$ cat src/rtl/sio_regport_pkg.sv
package sio_regport_pkg;
  localparam int CHW = 4;

  typedef enum logic [2:0] {
    RG_NONE, RG_MODE, RG_STAT, RG_CLKS, RG_CMD, RG_VEC, RG_IEN
  } reg_kind_e;

  typedef struct packed {
    reg_kind_e        kind;
    logic [CHW-1:0]   chan;
  } reg_sel_t;

  // offset inside one channel block -> register kind
  function automatic reg_kind_e chan_kind(input logic [CHW-1:0] off);
    case (off)
      4'd0:    return RG_MODE;
      4'd1:    return RG_STAT;
      4'd2:    return RG_CLKS;
      4'd3:    return RG_CMD;
      default: return RG_NONE;
    endcase
  endfunction

  // enable byte as seen on a read
  function automatic logic [7:0] ien_view(input logic ien);
    return {7'b0, ien};
  endfunction
endpackage

$ cat src/rtl/sio_regport_dec.sv
module sio_regport_dec
  import sio_regport_pkg::*;
#(
  parameter int AW       = 5,
  parameter int NCH      = 2,
  parameter int STRIDE   = 8,
  parameter logic [AW-1:0] VEC_ADDR = 5'h10,
  parameter logic [AW-1:0] IEN_ADDR = 5'h11
) (
  input  logic [AW-1:0] addr,
  output reg_sel_t      sel
);
  localparam int LIMIT = NCH * STRIDE;

  always_comb begin
    sel.kind = RG_NONE;
    sel.chan = '0;
    if (addr == VEC_ADDR) begin
      sel.kind = RG_VEC;
    end else if (addr == IEN_ADDR) begin
      sel.kind = RG_IEN;
    end else if (int'(addr) < LIMIT) begin
      sel.chan = CHW'(int'(addr) / STRIDE);
      sel.kind = chan_kind(CHW'(int'(addr) % STRIDE));
    end
  end
endmodule

$ cat src/rtl/sio_regport_chan.sv
module sio_regport_chan #(
  parameter int DW = 8
) (
  input  logic          clk,
  input  logic          rst_n,
  input  logic          wr_mode,
  input  logic          wr_clks,
  input  logic [DW-1:0] wdata,
  output logic [DW-1:0] mode_q,
  output logic [DW-1:0] clks_q
);
  always_ff @(posedge clk) begin
    if (!rst_n) begin
      mode_q <= '0;
      clks_q <= '0;
    end else begin
      if (wr_mode) mode_q <= wdata;
      if (wr_clks) clks_q <= wdata;
    end
  end
endmodule

$ cat src/rtl/sio_regport_vec.sv
module sio_regport_vec #(
  parameter int DW = 8,
  parameter logic [DW-1:0] VEC_RST = 8'h0F
) (
  input  logic          clk,
  input  logic          rst_n,
  input  logic          wr_vec,
  input  logic          wr_ien,
  input  logic [DW-1:0] wdata,
  input  logic          pend_in,
  input  logic          iack,
  output logic [DW-1:0] vec_q,
  output logic          ien_q,
  output logic          irq,
  output logic          iack_hit
);
  always_ff @(posedge clk) begin
    if (!rst_n) begin
      vec_q <= VEC_RST;
      ien_q <= 1'b0;
    end else begin
      if (wr_vec) vec_q <= wdata;
      if (wr_ien) ien_q <= wdata[0];
    end
  end

  assign irq      = pend_in & ien_q;
  assign iack_hit = iack & irq;
endmodule

$ cat src/rtl/sio_regport.sv
module sio_regport
  import sio_regport_pkg::*;
#(
  parameter int AW     = 5,
  parameter int DW     = 8,
  parameter int NCH    = 2,
  parameter int STRIDE = 8,
  parameter logic [AW-1:0] VEC_ADDR = 5'h10,
  parameter logic [AW-1:0] IEN_ADDR = 5'h11,
  parameter logic [DW-1:0] VEC_RST  = 8'h0F
) (
  input  logic              clk,
  input  logic              rst_n,
  input  logic [AW-1:0]     addr,
  input  logic [DW-1:0]     wr_data,
  input  logic              rd_en,
  input  logic              wr_en,
  input  logic              iack,
  input  logic              pend_in,
  input  logic [NCH*DW-1:0] chan_status,
  output logic [DW-1:0]     rd_data,
  output logic              done,
  output logic              irq,
  output logic [NCH-1:0]    cmd_wr,
  output logic [DW-1:0]     cmd_data,
  output logic [NCH*DW-1:0] cfg_mode,
  output logic [NCH*DW-1:0] cfg_clksel
);
  reg_sel_t       sel;
  logic           rd_act, wr_act, iack_hit, ien_q;
  logic [DW-1:0]  vec_q, reg_word;
  logic [DW-1:0]  mode_w [NCH];
  logic [DW-1:0]  clks_w [NCH];
  logic [DW-1:0]  stat_w [NCH];

  // acknowledge outranks read, read outranks write
  assign rd_act = rd_en & ~iack;
  assign wr_act = wr_en & ~rd_en & ~iack;

  sio_regport_dec #(
    .AW(AW), .NCH(NCH), .STRIDE(STRIDE),
    .VEC_ADDR(VEC_ADDR), .IEN_ADDR(IEN_ADDR)
  ) dec_i (
    .addr(addr),
    .sel (sel)
  );

  for (genvar c = 0; c < NCH; c++) begin : g_ch
    logic hit;
    assign hit = (sel.chan == CHW'(c));
    assign stat_w[c] = chan_status[c*DW +: DW];

    sio_regport_chan #(.DW(DW)) chan_i (
      .clk    (clk),
      .rst_n  (rst_n),
      .wr_mode(wr_act & hit & (sel.kind == RG_MODE)),
      .wr_clks(wr_act & hit & (sel.kind == RG_CLKS)),
      .wdata  (wr_data),
      .mode_q (mode_w[c]),
      .clks_q (clks_w[c])
    );

    assign cmd_wr[c]             = wr_act & hit & (sel.kind == RG_CMD);
    assign cfg_mode[c*DW +: DW]   = mode_w[c];
    assign cfg_clksel[c*DW +: DW] = clks_w[c];
  end

  assign cmd_data = wr_data;

  sio_regport_vec #(.DW(DW), .VEC_RST(VEC_RST)) vec_i (
    .clk     (clk),
    .rst_n   (rst_n),
    .wr_vec  (wr_act & (sel.kind == RG_VEC)),
    .wr_ien  (wr_act & (sel.kind == RG_IEN)),
    .wdata   (wr_data),
    .pend_in (pend_in),
    .iack    (iack),
    .vec_q   (vec_q),
    .ien_q   (ien_q),
    .irq     (irq),
    .iack_hit(iack_hit)
  );

  always_comb begin
    reg_word = '0;
    case (sel.kind)
      RG_VEC:  reg_word = vec_q;
      RG_IEN:  reg_word = ien_view(ien_q);
      default: begin
        for (int c = 0; c < NCH; c++) begin
          if (sel.chan == CHW'(c)) begin
            if (sel.kind == RG_MODE) reg_word = mode_w[c];
            if (sel.kind == RG_STAT) reg_word = stat_w[c];
            if (sel.kind == RG_CLKS) reg_word = clks_w[c];
          end
        end
      end
    endcase
  end

  assign rd_data = iack_hit ? vec_q : (rd_act ? reg_word : '0);
  assign done    = rd_en | wr_en | iack_hit;
endmodule

$ cat config.mk
export PLATFORM = sky130hd
export DESIGN_NAME = sio_regport
export DESIGN_NICKNAME = d
export VERILOG_FILES = /design/src/rtl/sio_regport_pkg.sv /design/src/rtl/sio_regport_dec.sv /design/src/rtl/sio_regport_chan.sv /design/src/rtl/sio_regport_vec.sv /design/src/rtl/sio_regport.sv
export SDC_FILE = /design/constraint.sdc
export NUM_CORES = 1
export LEC_CHECK = 0
export ABC_AREA = 1
export BUFFER_PORTS_ARGS = -buffer_cell sky130_fd_sc_hd__buf_2
export CORE_MARGIN = 8
export CORE_UTILIZATION = 30
export CTS_CLUSTER_DIAMETER = 150
export DETAILED_ROUTE_END_ITERATION = 12
export SYNTH_ARGS = -nofsm -noshare
export SYNTH_HDL_FRONTEND = slang
export SYNTH_SLANG_ARGS = --single-unit
$ cat constraint.sdc
create_clock -name clk -period 0.9 [get_ports clk]
set_input_delay 0 -clock clk [delete_from_list [all_inputs] [get_ports clk]]
set_output_delay 0 -clock clk [all_outputs]
set_load 0.05 [all_outputs]
-- Word level (Yosys, flattened, before mapping)
Index checks and enable logic that the tools add are counted.
- register bits: 41
- logic and storage cells: 57
- bitwise gates (word level): 19
- $lt $le $gt $ge: 1
- reduce and logical (&&, ||, !) cells: 2
- multiplexer cells: 17
- eq/ne operators: 12
- operator list (kind ; count):
    2-to-1 mux 8 bit ; 10
    case mux 8 bit (2 select lines) ; 1
    bitwise AND 1 bit ; 15
    equality test 3 x 2 -> 1 bit, second input constant ; 4
    case mux 3 bit (4 select lines) ; 1
    equality test 5 bit, second input constant ; 2
    equality test 3 bit, second input constant ; 3
    zero test 4 bit ; 2
    2-to-1 mux 4 bit ; 2
    2-to-1 mux 7 bit ; 1
    equality test 3 x 1 -> 1 bit, second input constant ; 2
    2-to-1 mux 3 bit ; 2
    < comparator 5 bit, second input constant ; 1
    equality test 4 x 1 -> 1 bit, second input constant ; 1
    NOT 1 bit ; 2
    bitwise OR 1 bit ; 2

-- Depth between registers and ports, before layout
Gate-level depths: netlist (run 1).
- depth in word-level cells: 17
- gate-level depth with buffers: 12

-- Cells and area by module
From an unflattened synthesis (run 1), not the netlist that was laid out.
- cell total of the unflattened synthesis: 457
- area total of the unflattened synthesis: 2710.1 um2
- modules (own cells, without submodules) (module ; instances ; cells each ; area each (um2) ; seq. area each (um2)):
    sio_regport_chan ; 2 ; 94 ; 675.6 ; 320.3
    sio_regport ; 1 ; 191 ; 885.8 ; 0.0
    sio_regport_vec ; 1 ; 53 ; 359.1 ; 180.2
    sio_regport_dec ; 1 ; 25 ; 113.9 ; 0.0

-- Least setup slack after synthesis (run 1)
Ideal clock, no wire load.
- kind: register to output
- from: register g_ch[0].chan_i.mode_q[3]
- to: output port rd_data[3]
- arrival: 1.482 ns
- path buffers: 0
- required time: 0.900 ns
- slack: -0.582 ns
- cell stages (with the launch flop): 9
- path through: dfxtp_1 > inv_1 > o21ai_0 > inv_1 > nand2_1 > nand3_1 > nand3_1 > nand2_1 > nand2_1
- cells in the longest elaborated chain, start to end: 11
- RTL lines (element ; line ; RTL):
    start: declaration ; sio_regport_chan.sv:9 ; output logic [DW-1:0] mode_q,
    start signal: assignment ; sio_regport_chan.sv:17 ; if (wr_mode) mode_q <= wdata;
    2-to-1 mux 8 bit (*) ; sio_regport.sv:92 ; if (sel.kind == RG_MODE) reg_word = mode_w[c];
    2-to-1 mux 8 bit (*) ; sio_regport.sv:93 ; if (sel.kind == RG_STAT) reg_word = stat_w[c];
    2-to-1 mux 8 bit (*) ; sio_regport.sv:94 ; if (sel.kind == RG_CLKS) reg_word = clks_w[c];
    2-to-1 mux 8 bit (*) ; sio_regport.sv:91 ; if (sel.chan == CHW'(c)) begin
    2-to-1 mux 8 bit ; sio_regport.sv:92 ;
    2-to-1 mux 8 bit ; sio_regport.sv:93 ;
    2-to-1 mux 8 bit ; sio_regport.sv:94 ;
    2-to-1 mux 8 bit (*) ; sio_regport.sv:91 ;
    case mux 8 bit (2 select lines) (*) ; sio_regport.sv:86 ; case (sel.kind)
    2-to-1 mux 8 bit (*) (2 in a row) ; sio_regport.sv:101 ; assign rd_data = iack_hit ? vec_q : (rd_act ? reg_word : '0);
    end: declaration ; sio_regport.sv:21 ; output logic [DW-1:0] rd_data,
Mark *: on every way between the ends. The rest lies on a longest branch, timed or not.

-- Worst setup path after layout (run 1)
- from: register g_ch[1].chan_i.mode_q[3]
- to: output port rd_data[3]
- cells in the longest elaborated chain, start to end: 7
- RTL lines (element ; line):
    start: declaration ; sio_regport_chan.sv:9
    start signal: assignment ; sio_regport_chan.sv:17
    2-to-1 mux 8 bit ; sio_regport.sv:92
    2-to-1 mux 8 bit ; sio_regport.sv:93
    2-to-1 mux 8 bit ; sio_regport.sv:94
    2-to-1 mux 8 bit ; sio_regport.sv:91
    case mux 8 bit (2 select lines) ; sio_regport.sv:86
    2-to-1 mux 8 bit (2 in a row) ; sio_regport.sv:101
Every way passes these cells.

==> results of run 1 <==
-- final cells by class --
class,count,area share
tap,99,0.02716
timing repair inverter,2,0.005213
multi-input combinational,276,0.3418
timing repair buffer,167,0.3737
sequential,41,0.1995
clock buffer,8,0.01975
inverter,32,0.03292
-- how the worst max path moves through the flow --
stage	start	endpoint	slack (ns)	depth (start not counted)
final	g_ch[1].chan_i.mode_q[3]	rd_data[3]	-0.45	9
after global routing	g_ch[1].chan_i.mode_q[3]	rd_data[3]	-0.54	9
after CTS	g_ch[0].chan_i.mode_q[5]	rd_data[5]	-0.44	9
after detailed placement	addr[2]	rd_data[1]	-0.50	12
after global placement	addr[2]	rd_data[1]	-0.49	12
after floorplan	vec_i.ien_q	done	-0.28	2
-- cells by family after synthesis --
| kind of cell | share of synthesized area |
|---|---|
| simple gates | 0.4089 |
| compound gates | 0.1277 |
| buf+inv | 0.1024 |
| flops | 0.3610 |
-- power by group --
part / internal, mW / switching (mW) / leakage, nW
logic: 0.336 / 0.549 / 1.74
clock network: 0.627 / 0.664 / 0.0455
registers: 1.76 / 0.00593 / 0.353
total: 2.73 / 1.22 / 2.14
-- synthesized netlist by cell type --
library cell | number | share of area
nor2_2 | 3 | 0.0083
dfxtp_1 | 41 | 0.36
buf_4 | 11 | 0.036
o21ai_0 | 47 | 0.10
a21oi_1 | 6 | 0.013
clkbuf_1 | 4 | 0.0066
o21ai_1 | 2 | 0.0044
nor2_4 | 4 | 0.020
nand2_4 | 1 | 0.0050
nor2_1 | 82 | 0.14
nand2_1 | 97 | 0.16
nand2_2 | 3 | 0.0083
nand3_1 | 25 | 0.055
nor3_4 | 1 | 0.0072
nand3_2 | 1 | 0.0044
inv_2 | 7 | 0.012
o211ai_1 | 1 | 0.0033
a21boi_0 | 1 | 0.0033
inv_1 | 25 | 0.041
nand4_1 | 2 | 0.0055
buf_2 | 3 | 0.0066
-- registers in the layout (all words and copies together) (netlist names) --
signal and flops:
g_ch.chan_i.clks_q 16, g_ch.chan_i.mode_q 16, vec_i.ien_q 1, vec_i.vec_q 8
-- what timing repair did --
action                     CTS  global route
setup buffers                7            18
gates resized for setup    213            84
setup endpoints to repair   70            76
cloned                       1             1
pin swaps                   22            22
-- per-layer routing --
layer / global-route usage / vias up / part of all wire
met5: 0 / - / 0
met4: 0.05784 / 0 / 0.016
met3: 0.03849 / 17 / 0.066
met2: 0.3117 / 124 / 0.49
met1: 0.2404 / 1382 / 0.43
li1: - / 1469 / -
-- worst register-to-register path, stage by stage (launching register included) --
cell,delay [ns]
dfxtp_4,0.35
buf_6,0.11
buf_6,0.11
o21ai_0,0.15
nor2_1,0.05
-- per-stage QoR --
step / util / total power, mW / instances
4_1_cts: 0.5848 / 3.886 / 613
2_1_floorplan: - / 2.203 / 367
5_1_grt: 0.6254 / 4.106 / 625
6_report: 0.6254 / 3.946 / 625
3_3_place_gp: 0.4689 / 2.480 / 600
3_5_place_dp: 0.4689 / 2.481 / 600
==> impl_metrics.py, run 1 <==
metrics = {
    "setup_path": {
        "worstSetupPathType": "reg2out",
        "path_cells": "nand2_1 > nand2_1 > inv_1 > nand2_1 > nand3_2 > nand3_2 > nand2_2 > nand2_4 > buf_8",
        "cpMostUsedCell": "nand2_1",
        "regToRegEndpoint": "g_ch[1].chan_i.mode_q[2]",
        "r2r_slack_ns": 0.02,
        "crit_fanout": 2,
        "arrival_ns": 1.35,
        "cp-start-kind": "flop",
        "crit_buf_inv": 2,
        "cp_slowest_cell": "dfxtp_2",
        "crit_family": "simple AND/OR/NAND/NOR gates",
        "required_ns": 0.90,
        "critPathCaptureType": "output port",
        "r2r_cells": 4,
        "max_stage_delay_ns": 0.35,
        "reg2reg_from": "g_ch[1].chan_i.mode_q[2]",
    },
    "layout": {
        "multi_input_area_um2": 1559,
        "finalNetCount": 560,
        "layout_common_cells": "nor2_1 (71), nand2_1 (69), buf_6 (48)",
        "drive_gt1_frac": 0.5741,
        "layout_commonest_cell": "nor2_1",
        "antenna_cells": 0,
        "fin_area_um2": 4561,
        "fill_cells": 651,
        "area_delta_synth_final_pct": 100.6,
        "seq_area_um2": 909.6,
    },
    "clock_tree": {
        "htreeDepth": 2,
        "cts_tree": "built",
        "hold_buffers": 0,
        "cts_sinks": 41,
        "insertion_delay_ns": 0.30,
        "numCtsBuffers": 5,
        "cts_root_buf": "clkbuf_8",
        "path_clk_slew_ns": 0.08,
        "cts_buffer_depth": 2,
    },
    "grt": {
        "grt_pass1_vias": 3007,
        "grt_pass1_wl_um": 15470,
        "grt_max_degree": 42,
        "antenna_found_initial": 0,
        "grt_overflow_total": 0,
        "grtUsageTotal": 0.1888,
    },
    "power_and_ir_drop": {
        "ir_worst_vdd_mv": 0.6896,
        "static-leakage-power_nw": 2.138,
        "cellPowerDensity_nw_per_um2": 865.2,
    },
    "sta": {
        "slew_viol_final": 0,
        "final.setup.worst_slack_ns": -0.4482,
        "period_minus_slack_ns": 1.348,
        "setup_tns_ns": -3.945,
        "rsz0062_at_grt": "yes",
        "hold_viol": 0,
        "whs_ns": 0.04836,
        "clock_skew_ns": 0,
        "clock.fmax_ghz": 0.7417,
        "finalSetupViolations": 25,
        "worstMarginPinSlew_ns": 0.2483,
        "slew-limit-headroom": 0.8327,
        "finalCritPeriodShare": 1.498,
    },
    "place": {
        "dpl-instance-area_um2": 3420,
        "io_buffers": 86,
        "dp.final_hpwl_um": 6861,
        "pre_cts_slack_ns": -0.4984,
        "gp_congestion": 0.9236,
    },
    "job": {
        "cap_violations": 0,
    },
    "detailed_routing": {
        "ant_nets": 0,
        "wl_um": 10140,
        "num_vias": 2992,
        "first_pass_iters": 5,
        "drt-initial-drc-count": 185,
        "drc": 0,
        "wl_per_cell_um": 16.23,
        "vias_per_cell": 4.787,
    },
    "die": {
        "rows": 31,
        "die_w_um": 103.1,
        "ioPinCount": 87,
        "dieArea_um2": 10620,
        "start_util": 0.3118,
        "die_h_um": 103.1,
        "core_um2": 7292,
    },
    "synth": {
        "yosysWarnings": 0,
        "netlist_instances": 367,
        "synth_seq_area_share": 0.3610,
        "synth_nets": 402,
        "syn-mean-instance-area_um2": 6.195,
        "ys_ff_latch": 41,
        "synth_area_um2": 2273,
        "synth_cell_types": 21,
    },
    "hold_path": {
        "whs_endpoint": "g_ch[0].chan_i.clks_q[4]",
        "hold_class": "in2reg",
        "holdPathStages": 3,
        "hold_start": "wr_data[4]",
    },
    "outcome": {
        "violations": "setup timing",
        "status": "finished, violations left",
    },
}
(Power assumes the default switching activity.)
==> run 2: changes to the inputs <==
- BUFFER_PORTS_ARGS: -buffer_cell sky130_fd_sc_hd__buf_2 -> not set
- DONT_BUFFER_PORTS: not set -> 1
==> impl_metrics.py, run 2 (synthesized netlist as in run 1, its figures left out) <==
metrics = {
    "grt": {
        "grt_overflow_total": 0,
        "antenna_found_initial": 4,
        "grtUsageTotal": 0.1682,
        "grt_pass1_vias": 2357,
        "grt_max_degree": 42,
        "grt_pass1_wl_um": 13450,
    },
    "detailed_routing": {
        "num_vias": 2593,
        "wl_per_cell_um": 16.72,
        "first_pass_iters": 4,
        "wl_um": 8996,
        "drt-initial-drc-count": 127,
        "vias_per_cell": 4.820,
        "drc": 0,
        "ant_nets": 0,
    },
    "power_and_ir_drop": {
        "static-leakage-power_nw": 1.653,
        "ir_worst_vdd_mv": 0.6820,
        "cellPowerDensity_nw_per_um2": 1176,
        "finalPower_mw": 4.110,
    },
    "clock_tree": {
        "htreeDepth": 2,
        "numCtsBuffers": 5,
        "path_clk_slew_ns": 0.09,
        "cts_tree": "built",
        "cts_sinks": 41,
        "insertion_delay_ns": 0.29,
        "cts_root_buf": "clkbuf_8",
        "hold_buffers": 10,
        "cts_buffer_depth": 2,
    },
    "sta": {
        "whs_ns": -0.06739,
        "clock_skew_ns": 0,
        "period_minus_slack_ns": 1.290,
        "finalCritPeriodShare": 1.433,
        "clock.fmax_ghz": 0.7753,
        "slew-limit-headroom": 0.7596,
        "slew_viol_final": 0,
        "worstMarginPinSlew_ns": 0.3595,
        "final.setup.worst_slack_ns": -0.3898,
        "hold_viol": 1,
        "setup_tns_ns": -3.013,
        "finalSetupViolations": 11,
        "rsz0062_at_grt": "yes",
    },
    "place": {
        "dp.final_hpwl_um": 6511,
        "io_buffers": 0,
        "dpl-instance-area_um2": 2992,
        "gp_congestion": 0.8574,
        "placed_cells": 511,
        "pre_cts_slack_ns": -0.2011,
    },
    "layout": {
        "drive_gt1_frac": 0.4106,
        "layout_common_cells": "nor2_1 (78), nand2_1 (74), buf_4 (57)",
        "fin_area_um2": 3495,
        "top_regs": "g_ch.chan_i.clks_q (16), g_ch.chan_i.mode_q (16), vec_i.vec_q (8)",
        "layout_commonest_cell": "nor2_1",
        "finalNetCount": 470,
        "area_delta_synth_final_pct": 53.71,
        "instances_no_fill": 538,
    },
    "setup_path": {
        "crit_fanout": 2,
        "critPathLaunch": "g_ch[0].chan_i.mode_q[3]",
        "regToRegEndpoint": "g_ch[1].chan_i.mode_q[6]",
        "critPathCaptureType": "output port",
        "required_ns": 0.90,
        "critPathCapture": "rd_data[3]",
        "r2r_cells": 3,
        "arrival_ns": 1.29,
        "reg2reg_from": "g_ch[1].chan_i.mode_q[6]",
        "cp-start-kind": "flop",
        "worstSetupPathType": "reg2out",
        "r2r_slack_ns": 0.03,
    },
    "outcome": {
        "violations": "hold timing, setup timing",
        "status": "finished, violations left",
    },
    "job": {
        "cap_violations": 0,
    },
    "die": {
        "rows": 31,
        "die_h_um": 103.1,
        "die_w_um": 103.1,
        "core_um2": 7292,
        "ioPinCount": 87,
        "dieArea_um2": 10620,
        "start_util": 0.3118,
    },
    "hold_path": {
        "hold_class": "in2reg",
        "hold_start": "addr[1]",
    },
}
==> run 2: worst min-delay path by stage <==
stage                           endpoint  slack, ns  cells after the start
after floorplan           vec_i.vec_q[0]       0.11                      2
after global placement       cmd_data[3]     0.0005                      0
after detailed placement     cmd_data[3]     0.0005                      0
after CTS                    vec_i.ien_q      -0.07                      3
after global routing         vec_i.ien_q      -0.06                      3
final                        vec_i.ien_q      -0.07                      3
==> run 2: area by class of cell <==
type                       instances  area, µm²
inverter                          32      135.1
sequential                        41      909.6
timing repair buffer              79      738.2
fill                             745       3797
clock inverter                     3      65.06
tap                               99      123.9
multi-input combinational        276       1446
clock buffer                       5      68.82
antenna                            3      7.507
==> run 2: per-stage QoR <==
step                      hold slack, ns  utilization
after CTS                       -0.07055       0.4574
after detailed placement       0.0005174       0.4103
final                           -0.06739       0.4792
after global routing            -0.05989       0.4789
after floorplan                   0.1132            -
after global placement         0.0005167       0.4103
==> run 2: per-layer routing <==
| layer | wire length [µm] | track usage |
|---|---|---|
| met2 | 4156 | 0.2630 |
| met1 | 3864 | 0.2159 |
| met4 | 176 | 0.06007 |
| met5 | 13 | 0 |
| met3 | 785 | 0.04591 |
==> run 2: what timing repair did <==
item	4_1_cts	5_1_grt
resized for setup	24	38
buffers inserted	2	3
endpoints found under the setup margin	12	22
gates cloned	0	1
pin swaps	17	24
endpoints found under the hold margin	41	1
==> run 2: worst max-delay path, stage by stage (launching register included) <==
cell and delay [ns]:
dfxtp_2 0.35, inv_2 0.04, o21ai_2 0.11, inv_1 0.04, nand2_1 0.07, nand3_2 0.09
nand3_2 0.10, nand2_4 0.07, nand2_8 0.11
==> run 2: where the power goes <==
| part | leakage (nW) | switching [mW] | internal, mW |
|---|---|---|---|
| logic | 1.23 | 0.363 | 0.199 |
| clock network | 0.0681 | 0.675 | 1.10 |
| registers | 0.353 | 0.00584 | 1.76 |
| total | 1.65 | 1.04 | 3.07 |
